## config.mk

```make
export PLATFORM = sky130hd
export DESIGN_NAME = pulse_counter
export DESIGN_NICKNAME = d
export VERILOG_FILES = /design/src/rtl/pulse_counter_pkg.sv /design/src/rtl/pcnt_sync.sv /design/src/rtl/pcnt_edge.sv /design/src/rtl/pcnt_core.sv /design/src/rtl/pcnt_ctrl.sv /design/src/rtl/pulse_counter.sv
export SDC_FILE = /design/constraint.sdc
export NUM_CORES = 1
export LEC_CHECK = 0
export BUFFER_PORTS_ARGS = -buffer_cell sky130_fd_sc_hd__buf_2
export CAP_MARGIN = 20
export CORE_UTILIZATION = 28
export DETAILED_ROUTE_END_ITERATION = 12
export GPL_TIMING_DRIVEN = 0
export PLACE_DENSITY = 0.44
export SLEW_MARGIN = 30
export SYNTH_ARGS = -nofsm -noshare
export SYNTH_HDL_FRONTEND = slang
export SYNTH_SLANG_ARGS = --single-unit
export TNS_END_PERCENT = 5
```

## constraint.sdc

```tcl
create_clock -name clk_i -period 6.02 [get_ports clk_i]
set_clock_uncertainty 0.15 [all_clocks]
set_input_delay 0.301 -clock clk_i [delete_from_list [all_inputs] [get_ports clk_i]]
set_output_delay 0.301 -clock clk_i [all_outputs]
set_load 0.05 [all_outputs]
```

## src/rtl/pulse_counter_pkg.sv

```systemverilog
package pulse_counter_pkg;
  localparam int unsigned CTL_AUX0  = 2;
  localparam int unsigned CTL_AUX1  = 3;
  localparam int unsigned CTL_BLOCK = 4;
  localparam int unsigned CTL_SET   = 5;

  typedef struct packed {
    logic [1:0] zero;
    logic       set_ack;
    logic       blocked;
    logic       aux1;
    logic       aux0;
    logic       dir_lvl;
    logic       cnt_lvl;
  } status_t;
endpackage

```

## src/rtl/pcnt_sync.sv

```systemverilog
module pcnt_sync #(
  parameter int unsigned W      = 1,
  parameter int unsigned STAGES = 2
) (
  input  logic         clk_i,
  input  logic         rst_ni,
  input  logic [W-1:0] d_i,
  output logic [W-1:0] q_o
);
  logic [W-1:0] stage_q [STAGES];

  for (genvar s = 0; s < STAGES; s++) begin : g_stage
    always_ff @(posedge clk_i or negedge rst_ni) begin
      if (!rst_ni) stage_q[s] <= '0;
      else if (s == 0) stage_q[s] <= d_i;
      else stage_q[s] <= stage_q[(s == 0) ? 0 : s-1];
    end
  end

  assign q_o = stage_q[STAGES-1];
endmodule

```

## src/rtl/pcnt_edge.sv

```systemverilog
module pcnt_edge (
  input  logic clk_i,
  input  logic rst_ni,
  input  logic lvl_i,
  output logic rise_o
);
  logic prev_q;
  logic rise_q;

  always_ff @(posedge clk_i or negedge rst_ni) begin
    if (!rst_ni) begin
      prev_q <= 1'b0;
      rise_q <= 1'b0;
    end else begin
      prev_q <= lvl_i;
      rise_q <= lvl_i & ~prev_q;
    end
  end

  assign rise_o = rise_q;
endmodule

```

## src/rtl/pcnt_core.sv

```systemverilog
module pcnt_core #(
  parameter int unsigned CNT_W      = 32,
  parameter bit          INVERT_DIR = 1'b0
) (
  input  logic             clk_i,
  input  logic             rst_ni,
  input  logic             step_i,
  input  logic             dir_i,
  input  logic             load_i,
  input  logic             hold_i,
  input  logic [CNT_W-1:0] preset_i,
  output logic [CNT_W-1:0] count_o
);
  logic             up;
  logic [CNT_W-1:0] count_q;
  logic [CNT_W-1:0] count_d;

  if (INVERT_DIR) begin : g_inv
    assign up = ~dir_i;
  end else begin : g_norm
    assign up = dir_i;
  end

  always_comb begin
    count_d = count_q;
    if (load_i)               count_d = preset_i;
    else if (!hold_i && step_i)
      count_d = up ? count_q + CNT_W'(1) : count_q - CNT_W'(1);
  end

  always_ff @(posedge clk_i or negedge rst_ni) begin
    if (!rst_ni) count_q <= '0;
    else         count_q <= count_d;
  end

  assign count_o = count_q;
endmodule

```

## src/rtl/pcnt_ctrl.sv

```systemverilog
module pcnt_ctrl
  import pulse_counter_pkg::*;
(
  input  logic       clk_i,
  input  logic       rst_ni,
  input  logic [7:0] ctrl_i,
  input  logic       dir_lvl_i,
  input  logic       cnt_lvl_i,
  output logic       load_o,
  output logic       hold_o,
  output logic [1:0] aux_o,
  output logic [7:0] status_o
);
  logic       set_q;
  logic       block_q;
  logic [1:0] aux_q;
  status_t    st;
  logic       unused_ctrl;

  always_ff @(posedge clk_i or negedge rst_ni) begin
    if (!rst_ni) begin
      set_q   <= 1'b0;
      block_q <= 1'b0;
      aux_q   <= '0;
    end else begin
      set_q   <= ctrl_i[CTL_SET];
      block_q <= ctrl_i[CTL_BLOCK];
      aux_q   <= {ctrl_i[CTL_AUX1], ctrl_i[CTL_AUX0]};
    end
  end

  // set outranks block inside the core; both act on the live control byte
  assign load_o = ctrl_i[CTL_SET];
  assign hold_o = ctrl_i[CTL_BLOCK];
  assign aux_o  = aux_q;

  always_comb begin
    st         = '0;
    st.set_ack = set_q;
    st.blocked = block_q;
    st.aux1    = aux_q[1];
    st.aux0    = aux_q[0];
    st.dir_lvl = dir_lvl_i;
    st.cnt_lvl = cnt_lvl_i;
  end

  assign status_o    = st;
  assign unused_ctrl = ^{ctrl_i[7:6], ctrl_i[1:0]};
endmodule

```

## src/rtl/pulse_counter.sv

```systemverilog
module pulse_counter #(
  parameter int unsigned CNT_W       = 32,
  parameter int unsigned SYNC_STAGES = 2,
  parameter bit          INVERT_DIR  = 1'b0
) (
  input  logic             clk_i,
  input  logic             rst_ni,
  input  logic             cnt_in_i,
  input  logic             dir_in_i,
  input  logic [7:0]       ctrl_i,
  input  logic [CNT_W-1:0] preset_i,
  output logic [7:0]       status_o,
  output logic [CNT_W-1:0] count_o,
  output logic [1:0]       aux_o
);
  logic [1:0] lvl_s;
  logic       step;
  logic       load;
  logic       hold;

  pcnt_sync #(.W(2), .STAGES(SYNC_STAGES)) u_sync (
    .clk_i (clk_i),
    .rst_ni(rst_ni),
    .d_i   ({dir_in_i, cnt_in_i}),
    .q_o   (lvl_s)
  );

  pcnt_edge u_edge (
    .clk_i (clk_i),
    .rst_ni(rst_ni),
    .lvl_i (lvl_s[0]),
    .rise_o(step)
  );

  pcnt_ctrl u_ctrl (
    .clk_i    (clk_i),
    .rst_ni   (rst_ni),
    .ctrl_i   (ctrl_i),
    .dir_lvl_i(lvl_s[1]),
    .cnt_lvl_i(lvl_s[0]),
    .load_o   (load),
    .hold_o   (hold),
    .aux_o    (aux_o),
    .status_o (status_o)
  );

  pcnt_core #(.CNT_W(CNT_W), .INVERT_DIR(INVERT_DIR)) u_core (
    .clk_i   (clk_i),
    .rst_ni  (rst_ni),
    .step_i  (step),
    .dir_i   (lvl_s[1]),
    .load_i  (load),
    .hold_i  (hold),
    .preset_i(preset_i),
    .count_o (count_o)
  );
endmodule

```

# == After elaboration in Yosys (flattened, before gate mapping) ==
# Index checks and enable logic that the tools add are counted.
# op_classes
n_mul,0
n_reduce_logical,3
n_addsub,2
bitwise_logic,2
n_mux,3
div,0
n_lt_le_gt_ge,0
n_eq_ne,0
shift,0
# ops
cell,n
$mux W32,3
$add A32 B1 Y32 const B,1
$sub A32 B1 Y32 const B,1
$reduce_bool A2 Y1,1
$and A1 B1 Y1,1
$logic_and A1 B1 Y1,1
$logic_not A1 Y1,1
$not A1 Y1,1
# word_totals
elab_cells,18
regBits,42
mem_bits_rw,0
input_bits,44
mem_count,0
rom_bits,0
latchBits,0

# == Longest topological paths before layout ==
# Gate-level depths: netlist of the first run.
# depth
ltp_word,4
depth_mapped,11
mapped_depth_nobuf,10

# == Modules after synthesis ==
# From an unflattened synthesis of the first run, not the netlist that was laid out.
# unflattened
hier_cells,426
hier_area_um2,3510.9
# modules_own_cells
mod,instances,cells_each,area_per_inst_um2
pcnt_core,1,402,3153.0
pcnt_ctrl,1,15,178.9
pcnt_sync,1,6,115.1
pcnt_edge,1,3,63.8

# == Least setup slack after synthesis of the first run ==
# OpenSTA, ideal clock, no wires.
# synth_timing
path_kind,register to register
startpoint,"register u_sync.stage_q, in the netlist u_sync.q_o[1]"
endpoint,register u_core.count_q[17] (netlist: u_core.count_o[17])
period_less_slack_ps,3216
t_arrival_ps,2941
path_buffers,0
setup_slack_ps,2804
path_stages_with_launch,11
setup_ps,125
path_cell_list,dfrtp_1 -> inv_1 -> ha_1 -> a211oi_4 -> o21ai_2 -> a2111oi_4 -> o31ai_2 -> a41oi_2 -> xor2_1 -> o21ai_1 -> mux2_2
# synth_between
elab_chain_cells,3
# synth_rtl
element,line,source
"start, declared",pcnt_sync.sv:10,logic [W-1:0] stage_q [STAGES];
"start signal, assigned by index",pcnt_sync.sv:15,else if (s == 0) stage_q[s] <= d_i;
"start signal, assigned by index",pcnt_sync.sv:16,else stage_q[s] <= stage_q[(s == 0) ? 0 : s-1];
$mux W32,pcnt_core.sv:28,count_d = up ? count_q + CNT_W'(1) : count_q - CNT_W'(1);
$mux W32,pcnt_core.sv:27,else if (!hold_i && step_i)
$mux W32,pcnt_core.sv:26,if (load_i) count_d = preset_i;
"end signal, assigned",pcnt_core.sv:33,else count_q <= count_d;
"end, declared",pcnt_core.sv:15,logic [CNT_W-1:0] count_q;
# No other way between the ends. The select of a mux whose other input is x is not followed.
# A chain may end at the register's enable or synchronous reset.

# == Worst setup path after layout of the first run ==
# layout_timing
startpoint,"register u_sync.stage_q, in the netlist u_sync.q_o[1]"
endpoint,register u_core.count_q[30] (netlist: u_core.count_o[30])
# Same word-level chain as after synthesis.

==> reports/qor.txt, run 1 <==
status: complete, no violations
worst path cell trace: inv_2, ha_1, clkbuf_1, a21o_1, a22o_1, a211oi_2, a31oi_1, o2111ai_2, a41oi_2, xnor2_1, o221ai_1
vias post-DR: 3506
hpwl dp: 8.441 mm
pin count of the biggest net entering global routing: 43
Synth async-reset ratio: 100.0%
leakage: 0.002019 uW
Synth top area share: 29.32%
arrival time worst endpoint: 3580 ps
Die Width: 115.1 um
Synth Area per Inst: 8.317 um2
VDD IR max: 0.00009830 V
Die Span Y: 115.1 um
IO Pins: 86
Congestion Overflow GR: 0
cts repair resizes: 0
slowest stage delay, CP: 520 ps
Fillers: 1296
Via density: 5.052
Core Region: 12260 um2
post-synthesis cell type count: 61
Max Root-Sink Buffers: 2
area grow syn2layout: 23.21%
Post-synth EDFFs: 0
CTS tree: yes
Final Setup Violations: 0
Placer Congestion: 0.8565
Detailed Routing Iterations Pass 1: 5
hold crit path type: in2reg
final count of hold timing violations: 0
RSZ-0062 raised after global routing: no
Slew Viols, Final: 0
post-synth top area cell: dfrtp_1
Initial Util: 29.23%
Synth Warn #: 0
proportion of layout cells with a drive suffix above 1: 21.86%
number of I/O port buffers: 79
post-synthesis sequential area ratio: 29.32%
minimum clock period: 3573 ps
Total GRT Usage: 18.02%
Final nets: 600
DIE AREA: 13260 um2
period utilization: 59.36%
Post-Syn Area: 3585 um2
startpoint class of the critical path: register
final wirelength: 11.41 mm
Sink Count: 42
Crit path required time: 6030 ps
Iter 0 DRT Violations: 192
worst skew pair latency: 300 ps
vias in the first global route: 3356
Max Fclk: 0.2798 GHz
top_reg_cell synth: dfrtp_1
Max FO, Critical Path: 30
Slowest cell on crit path: inv_2
DR WL/cell: 16.45 um
Slew headroom: 41.09%
minimum hold slack: 56.06 ps
CTS clk-pin slew, worst paths: 70 ps
antenna viol nets, final: 0
n_diodes: 0
Setup crit end kind: register
cells after synthesis: 431
Worst-Margin Slew: 883.7 ps
first-pass GRT wire length: 18.17 mm
TritonCTS buffer count: 5
Finished Core Util: 36.02%
CTS root buffer: clkbuf_16
largest cells by area after synthesis: dfrtp_1 (29%), ha_1 (10%), a21oi_1 (6.6%)
Max-cap violations: 0
crit path kind: reg2reg
Yosys reg bits: 42
Final TNS setup: 0 ps
DRC violations left: 0
Power Density: 265.3 nW/um2
row cnt: 40
antenna violations before repair: 0
H-tree levels: 2
## cell usage in the layout (no fill, tap or decap), types with 3 or more instances in the layout
cell	instances
o21bai_1	3
buf_4	9
dlygate4sd3_1	7
a211oi_1	4
nor2b_1	7
clkbuf_1	18
nor2_1	27
buf_2	79
o21a_1	3
nand2b_1	6
mux2_2	3
ha_1	30
o211ai_1	5
o21ai_1	6
clkbuf_16	5
a21oi_1	47
o21ai_0	33
xor2_1	5
nor3b_1	6
a31oi_1	8
xnor2_1	16
a21o_1	20
or2_2	3
nand3_1	9
nand2_1	47
nor3_1	10
nand4_1	5
and3_1	4
dfrtp_1	42
mux2i_1	6
inv_1	9
## power by group
part | switching [uW] | internal, uW
registers | 25.4 | 310
logic | 352 | 190
clock network | 137 | 157
total | 515 | 657
## worst max-delay path, delay by kind of cell (launching register included)
family,cells,cell delay [ps]
XOR/XNOR,1,180
adder cells (fa/ha/maj),1,350
AO/OA/AOI/OAI,7,1560
flip-flops,1,480
buffers and inverters,2,700
## kinds of logic after synthesis
family / synth area share, %
xor+xnor: 5.131
flops: 29.32
buf+inv: 4.991
mux: 2.618
other cells: 0.1046
fa+ha+maj: 11.03
simple gates: 18.74
compound gates: 28.06
## synthesized netlist by cell type, types with 7 or more instances
library cell   n
dfrtp_1       42
nor2_1        27
buf_4          8
inv_1         10
a21oi_1       47
a21o_1        20
ha_1          30
nand2_1       47
nor3_1        10
a31oi_1        8
o21ai_0       33
nand3_1        9
nor2b_1        7
clkbuf_1      18
xnor2_1       16
## timing repair
action                                  CTS  global route
buffers inserted                          0             0
hold buffers                              7             0
endpoints found under the hold margin    48             0
endpoints found under the setup margin    0             0
## worst paths after layout
kind                              startpoint                  to  slack (ps)  cells past startpoint
setup / recovery               u_sync.q_o[1]  u_core.count_o[30]        2450                     11
hold / removal                  preset_i[13]  u_core.count_o[13]          60                      3
setup reg to reg               u_sync.q_o[1]  u_core.count_o[30]        2450                     11
hold reg to reg            u_sync.stage_q[3]       u_sync.q_o[1]         200                      0
max in group asynchronous             rst_ni  u_core.count_o[31]        4920                      2
min in group asynchronous             rst_ni  u_core.count_o[16]         400                      2
## sequential cells by signal (all words and copies together) (netlist names)
register        cells
u_core.count_o     32
u_sync.q_o          2
u_ctrl.block_q      1
u_ctrl.aux_o        2
u_sync.stage_q      2
u_ctrl.set_q        1
u_edge.prev_q       1
u_edge.rise_o       1
## cell type report
cell class / count / area [um2] / area share (%)
multi-input cells: 351 / 2359 / 53.40
flip-flops and latches: 42 / 1051 / 23.80
repair buffers: 86 / 467.9 / 10.59
well taps: 168 / 210.2 / 4.759
plain buffers: 29 / 141.4 / 3.201
clock buffers: 5 / 125.1 / 2.833
inverters: 10 / 37.54 / 0.8499
clock inverters: 3 / 25.02 / 0.5666
## metrics by stage
step	power, uW	std cells	setup WS, ps	area (um2)
CTS	1186	694	2441	4417
floorplan	746.7	432	2804	3588
finish	1172	694	2447	4417
global placement	874.2	679	2065	4194
detailed placement	877.7	679	2456	4197
global route	1250	694	2268	4417
## per-layer routing
| layer | vias to the layer above | track usage, % | share of wire, % |
|---|---|---|---|
| met5 | - | 0 | 0 |
| met4 | 0 | 6.234 | 2.0 |
| met3 | 12 | 2.583 | 4.0 |
| met2 | 88 | 28.88 | 46 |
| met1 | 1647 | 24.75 | 48 |
| li1 | 1759 | - | - |
Power figures use the tool's default switching activity.
==> run 2: changes to the inputs <==
--- a/config.mk
+++ b/config.mk
@@ -10,7 +10,7 @@
 export CORE_UTILIZATION = 28
 export DETAILED_ROUTE_END_ITERATION = 12
 export GPL_TIMING_DRIVEN = 0
-export PLACE_DENSITY = 0.44
+export PLACE_DENSITY = 0.46
 export SLEW_MARGIN = 30
 export SYNTH_ARGS = -nofsm -noshare
 export SYNTH_HDL_FRONTEND = slang
==> constraint.sdc (replaced) <==
create_clock -name clk_i -period 3.05 [get_ports clk_i]
set_clock_uncertainty 0.15 [all_clocks]
set_input_delay 0.1525 -clock clk_i [delete_from_list [all_inputs] [get_ports clk_i]]
set_output_delay 0.1525 -clock clk_i [all_outputs]
set_load 0.05 [all_outputs]
==> run 2 against run 1 <==
- clock-buffer cell count stayed put
- setup slack worse by 2500 ps
- global-route usage is 0.81 points higher
- largest power group unchanged
- core utilization is 6.1 points higher
- final cell count is 6.6% higher
- clock power is 95% higher
- the run now ends with setup timing left
- fmax is 16% higher
- sequential share of layout area is 3.4 points lower
- sequential power is 99% higher
- die area stayed put
- critical endpoint unchanged
==> reports/qor.txt, run 2 (synthesized netlist as in run 1, its figures left out) <==
status: complete, but fails checks
failing checks: setup timing
Die Width: 115.1 um (unchanged)
final wirelength: 12.34 mm (+8.1%)
Max Root-Sink Buffers: 2 (unchanged)
Crit path required time: 3050 ps (-2980 ps)
DRC violations left: 0 (unchanged)
minimum hold slack: 14.29 ps (-41.76 ps)
proportion of layout cells with a drive suffix above 1: 30.24% (+8.4 points)
DIE AREA: 13260 um2 (unchanged)
antenna violations before repair: 0 (unchanged)
vias post-DR: 3720 (+6.1%)
CTS clk-pin slew, worst paths: 70 ps (about the same)
CTS tree: yes
Power Density: 482.5 nW/um2 (+82%)
area grow syn2layout: 44.22%
first-pass GRT wire length: 19.18 mm (+5.6%)
Worst-Margin Slew: 866.3 ps (-17.42 ps)
hpwl dp: 8.465 mm (+0.29%)
Final TNS setup: -33.75 ps (-33.75 ps)
final std cells w/o fill: 740 (+6.6%)
Total GRT Usage: 18.83% (+0.81 points)
Final nets: 646 (+7.7%)
Max-cap violations: 0 (unchanged)
commonest cells after routing, fill and taps aside: buf_2 (78), nand2_1 (47), a21oi_1 (44)
Max FO, Critical Path: 15 (-50%)
Detailed Routing Iterations Pass 1: 4 (-1)
Reg-to-Reg End: u_core.count_o[30]
row cnt: 40 (unchanged)
Slew Viols, Final: 0 (unchanged)
Max Fclk: 0.3243 GHz (+16%)
VDD IR max: 0.0002144 V (+120%)
Via density: 5.027 (-0.49%)
max reg flops: 32 (unchanged)
TritonCTS buffer count: 5 (unchanged)
Congestion Overflow GR: 0 (unchanged)
arrival time worst endpoint: 3090 ps (-490 ps)
placed cells: 679 (unchanged)
leakage: 0.002240 uW (+11%)
Core Region: 12260 um2 (unchanged)
Slew headroom: 42.25% (+1.2 points)
Placer Congestion: 0.8408 (-1.8%)
minimum clock period: 3084 ps (-489.7 ps)
IO Pins: 86 (unchanged)
slowest stage delay, CP: 430 ps (-90 ps)
CTS root buffer: clkbuf_16
antenna viol nets, final: 0 (unchanged)
worst path cell trace: clkinvlp_4, buf_12, ha_2, and3_4, a22o_1, a211oi_2, a31oi_4, o2111ai_4, a41oi_2, xnor2_1, o221ai_1
period utilization: 101.1% (+42 points)
n_diodes: 0 (unchanged)
Hold Crit Depth: 3 (unchanged)
R2R setup slack: -30 ps (-2480 ps)
vias in the first global route: 3592 (+7.0%)
Sink Count: 42 (unchanged)
DR WL/cell: 16.67 um (+1.4%)
Final Setup Violations: 1 (+1)
crit path kind: reg2reg
number of I/O port buffers: 79 (unchanged)
Slowest cell on crit path: dfrtp_2
Initial Util: 29.23% (unchanged)
H-tree levels: 2 (unchanged)
Worst R2R Path Depth: 11 (unchanged)
Die Span Y: 115.1 um (unchanged)
final count of hold timing violations: 0 (unchanged)
Iter 0 DRT Violations: 143 (-26%)
worst skew pair latency: 300 ps (about the same)
pin count of the biggest net entering global routing: 43 (unchanged)
startpoint class of the critical path: register
Hold Path End: u_core.count_o[25]
worst r2r src: u_sync.q_o[1]
hold crit path type: in2reg
most common cell after layout, fill and taps aside: buf_2
Hold Startpoint: preset_i[25]
setup ws final: -33.75 ps (-2480 ps)
Setup crit end kind: register
RSZ-0062 raised after global routing: yes
-- run 2: changes by cell type in the layout (fill, tap and decap cells not counted), sizes merged --
cell and change:
clkinvlp +2, clkbuf -3, buf +17, dlygate4sd3 +31, inv -1
-- run 2: critical path: cells and delay by family, from the launching register on --
kind	cells	cell delay (ps)
compound gates	6	1380
xor+xnor	1	210
fa+ha+maj	1	330
buf+inv	2	240
flops	1	430
simple gates	1	180
-- run 2: area by class of cell --
cell class | count | area (um2)
sequential | 42 | 1055
fill | 1260 | 7092
multi-input combinational | 351 | 2648
timing repair buffer | 135 | 929.6
buffer | 25 | 128.9
tap | 168 | 210.2
timing repair inverter | 1 | 7.507
clock buffer | 5 | 125.1
clock inverter | 3 | 25.02
inverter | 10 | 41.29
-- run 2: timing repair --
action / CTS / global route
setup endpoints to repair: 27 / 14
hold buffers: 38 / 0
endpoints found under the hold margin: 79 / 0
pin swaps: 3 / 15
resized for setup: 12 / 48
buffers inserted: 12 / 6
cloned: 1 / 0
-- run 2: stage by stage --
step                cell area (um2)  utilization, %  total power, uW  setup slack (ps)
floorplan                      3605               -             1478            -160.9
global placement               4210           34.34             1726            -906.8
detailed placement             4213           34.36             1735            -905.5
CTS                            4877           39.78             2392            -12.12
global route                   5170           42.16             2641            -118.0
finish                         5170           42.16             2494            -33.75
-- run 2: worst max path at each step --
stage / startpoint / end / slack [ps] / depth (start not counted)
floorplan: u_sync.q_o[1] / u_core.count_o[17] / -160 / 10
global placement: u_sync.q_o[1] / u_core.count_o[30] / -910 / 10
detailed placement: u_sync.q_o[1] / u_core.count_o[30] / -910 / 10
CTS: u_sync.q_o[1] / u_core.count_o[30] / -10 / 12
global route: u_sync.q_o[1] / u_core.count_o[30] / -120 / 12
finish: u_sync.q_o[1] / u_core.count_o[30] / -30 / 11
-- run 2: per-layer routing --
metal / up-vias / GRT usage [%] / share of wire [%]
met5: - / 0 / 0
met4: 0 / 5.887 / 2.1
met3: 17 / 2.319 / 3.1
met2: 86 / 31.04 / 46
met1: 1764 / 25.62 / 48
li1: 1853 / - / -
-- run 2: power breakdown --
| part | switching [uW] | leakage [uW] | internal [uW] |
|---|---|---|---|
| registers | 54.4 | 0.000501 | 613 |
| logic | 765 | 0.00167 | 488 |
| clock network | 265 | 0.0000704 | 309 |
| total | 1080 | 0.00224 | 1410 |
==> run 3: changes to the inputs <==
==> constraint.sdc (replaced) <==
create_clock -name clk_i -period 3.05 [get_ports clk_i]
set_clock_uncertainty 0.15 [all_clocks]
set_input_delay 0.1525 -clock clk_i [delete_from_list [all_inputs] [get_ports clk_i]]
set_output_delay 0.1525 -clock clk_i [all_outputs]
set_load 0.1 [all_outputs]
==> run 3 against run 2 <==
- the run now ends clean
- wire length shrank 4.4%
- power grew 5.6%
- critical path depth is the same
- critical path type unchanged
- critical endpoint unchanged
==> reports/qor.txt, run 3 (synthesized netlist as in run 1, its figures left out) <==
Total GRT Usage: 18.50% (-0.33 points)
worst r2r src: u_sync.q_o[1]
arrival time worst endpoint: 2980 ps (-110 ps)
Power Density: 529.6 nW/um2 (+9.8%)
minimum clock period: 2976 ps (-107.8 ps)
Max FO, Critical Path: 15 (unchanged)
R2R setup slack: 70 ps (+110 ps)
WP buf/inv: 2 (unchanged)
most common cell after layout, fill and taps aside: buf_2
Via density: 4.973 (-1.1%)
proportion of layout cells with a drive suffix above 1: 27.30% (-2.9 points)
Detailed Routing Iterations Pass 1: 4 (unchanged)
Initial Util: 29.23% (unchanged)
CTS clk-pin slew, worst paths: 70 ps (about the same)
Congestion Overflow GR: 0 (unchanged)
hpwl dp: 8.367 mm (-1.2%)
placed cells: 679 (unchanged)
Die Span Y: 115.1 um (unchanged)
area grow syn2layout: 38.67%
DR WL/cell: 16.10 um (-3.4%)
CTS root buffer: clkbuf_16
TritonCTS buffer count: 5 (unchanged)
RSZ-0062 raised after global routing: yes
Die Width: 115.1 um (unchanged)
worst skew pair latency: 300 ps (about the same)
status: complete, no violations
Slew headroom: 47.06% (+4.8 points)
Hold Startpoint: preset_i[25]
first-pass GRT wire length: 18.71 mm (-2.5%)
Max-cap violations: 0 (unchanged)
Fillers: 1262 (+0.16%)
Largest delay share family, worst path: compound AO/OA/AOI/OAI gates
Worst R2R Path Depth: 11 (unchanged)
DIE AREA: 13260 um2 (unchanged)
vias in the first global route: 3534 (-1.6%)
Placer Congestion: 0.8361 (-0.56%)
final count of hold timing violations: 0 (unchanged)
period utilization: 97.57% (-3.5 points)
leakage: 0.002180 uW (-2.7%)
minimum hold slack: 27.50 ps (+13.21 ps)
Final nets: 638 (-1.2%)
Worst-Margin Slew: 794.1 ps (-72.19 ps)
antenna viol nets, final: 0 (unchanged)
Slowest cell on crit path: dfrtp_2
worst path cell trace: clkinvlp_4, buf_12, ha_2, and3_4, a22o_1, a211oi_2, a31oi_4, o2111ai_4, a41oi_2, xnor2_1, o221ai_1
row cnt: 40 (unchanged)
startpoint class of the critical path: register
n_diodes: 0 (unchanged)
slowest stage delay, CP: 430 ps (about the same)
commonest cells after routing, fill and taps aside: buf_2 (79), nand2_1 (47), a21oi_1 (47)
final std cells w/o fill: 732 (-1.1%)
Max Fclk: 0.3360 GHz (+3.6%)
Max Root-Sink Buffers: 2 (unchanged)
antenna violations before repair: 0 (unchanged)
Hold Path End: u_core.count_o[25]
Slew Viols, Final: 0 (unchanged)
final wirelength: 11.79 mm (-4.4%)
total power: 2633 uW (+5.6%)
CTS tree: yes
H-tree levels: 2 (unchanged)
VDD IR max: 0.0001921 V (-10%)
crit path kind: reg2reg
Iter 0 DRT Violations: 130 (-9.1%)
Final Setup Violations: 0 (-1)
Reg-to-Reg End: u_core.count_o[30]
number of I/O port buffers: 79 (unchanged)
max reg flops: 32 (unchanged)
Finished Core Util: 40.54% (-1.6 points)
Crit path required time: 3050 ps (about the same)
IO Pins: 86 (unchanged)
DRC violations left: 0 (unchanged)
pin count of the biggest net entering global routing: 43 (unchanged)
hold crit path type: in2reg
Core Region: 12260 um2 (unchanged)
Setup crit end kind: register
vias post-DR: 3640 (-2.2%)
Sink Count: 42 (unchanged)
Hold Crit Depth: 3 (unchanged)
==> run 3: cell count changes in the layout (fill, tap and decap cells not counted), sizes merged <==
cell and delta:
buf -8
==> run 3: tightest hold or removal path, delay by kind of cell <==
| kind | cells | cell delay [ps] |
|---|---|---|
| buffers and inverters | 1 | 80 |
| AO/OA/AOI/OAI | 2 | 190 |
==> run 3: layer usage <==
metal | wire length (um) | share of wire, % | GRT usage [%]
met4 | 286 | 2.4 | 6.753
met2 | 5398 | 46 | 30.20
met1 | 5614 | 48 | 24.76
met5 | 0 | 0 | 0
met3 | 487 | 4.1 | 2.741
==> run 3: how the worst max path moves through the flow <==
stage                     depth (start not counted)  slack, ps           from                 end
after floorplan                                  10       -160  u_sync.q_o[1]  u_core.count_o[17]
after global placement                           10       -910  u_sync.q_o[1]  u_core.count_o[30]
after detailed placement                         10       -910  u_sync.q_o[1]  u_core.count_o[30]
after CTS                                        13        0.8  u_sync.q_o[1]  u_core.count_o[17]
after global routing                             12        -60  u_sync.q_o[1]  u_core.count_o[30]
final                                            11         70  u_sync.q_o[1]  u_core.count_o[30]
==> run 3: repair_timing <==
action | CTS | global route
setup buffers | 9 | 0
setup endpoints to repair | 27 | 13
hold endpoints to repair | 79 | 0
hold buffers | 38 | 0
gates cloned | 1 | 0
pin swaps | 3 | 6
gates resized for setup | 10 | 24
==> run 3: stage by stage <==
| stage | setup WS (ps) | TNS (ps) | cell area, um2 |
|---|---|---|---|
| floorplan | -162.0 | -668.9 | 3607 |
| finish | 74.05 | 0 | 4971 |
| global placement | -908.6 | -15940 | 4213 |
| CTS | 0.7558 | 0 | 4868 |
| detailed placement | -906.4 | -15860 | 4215 |
| global route | -57.85 | -252.2 | 4971 |
==> run 3: where the power goes <==
part	internal (uW)	total, uW	switching (uW)
logic	444	1390	946
registers	613	667	53.2
clock network	309	576	268
==> run 3: final cells by class <==
class                           instances  area, um2  area share, %
Buffer                                 26      131.4          2.643
Clock buffer                            5      125.1          2.517
Clock inverter                          3      25.02         0.5034
Inverter                               10      41.29         0.8306
Multi-Input combinational cell        351       2517          50.64
Sequential cell                        42       1055          21.22
Tap cell                              168      210.2          4.229
Timing Repair Buffer                  126      858.3          17.27
Timing Repair inverter                  1      7.507         0.1510
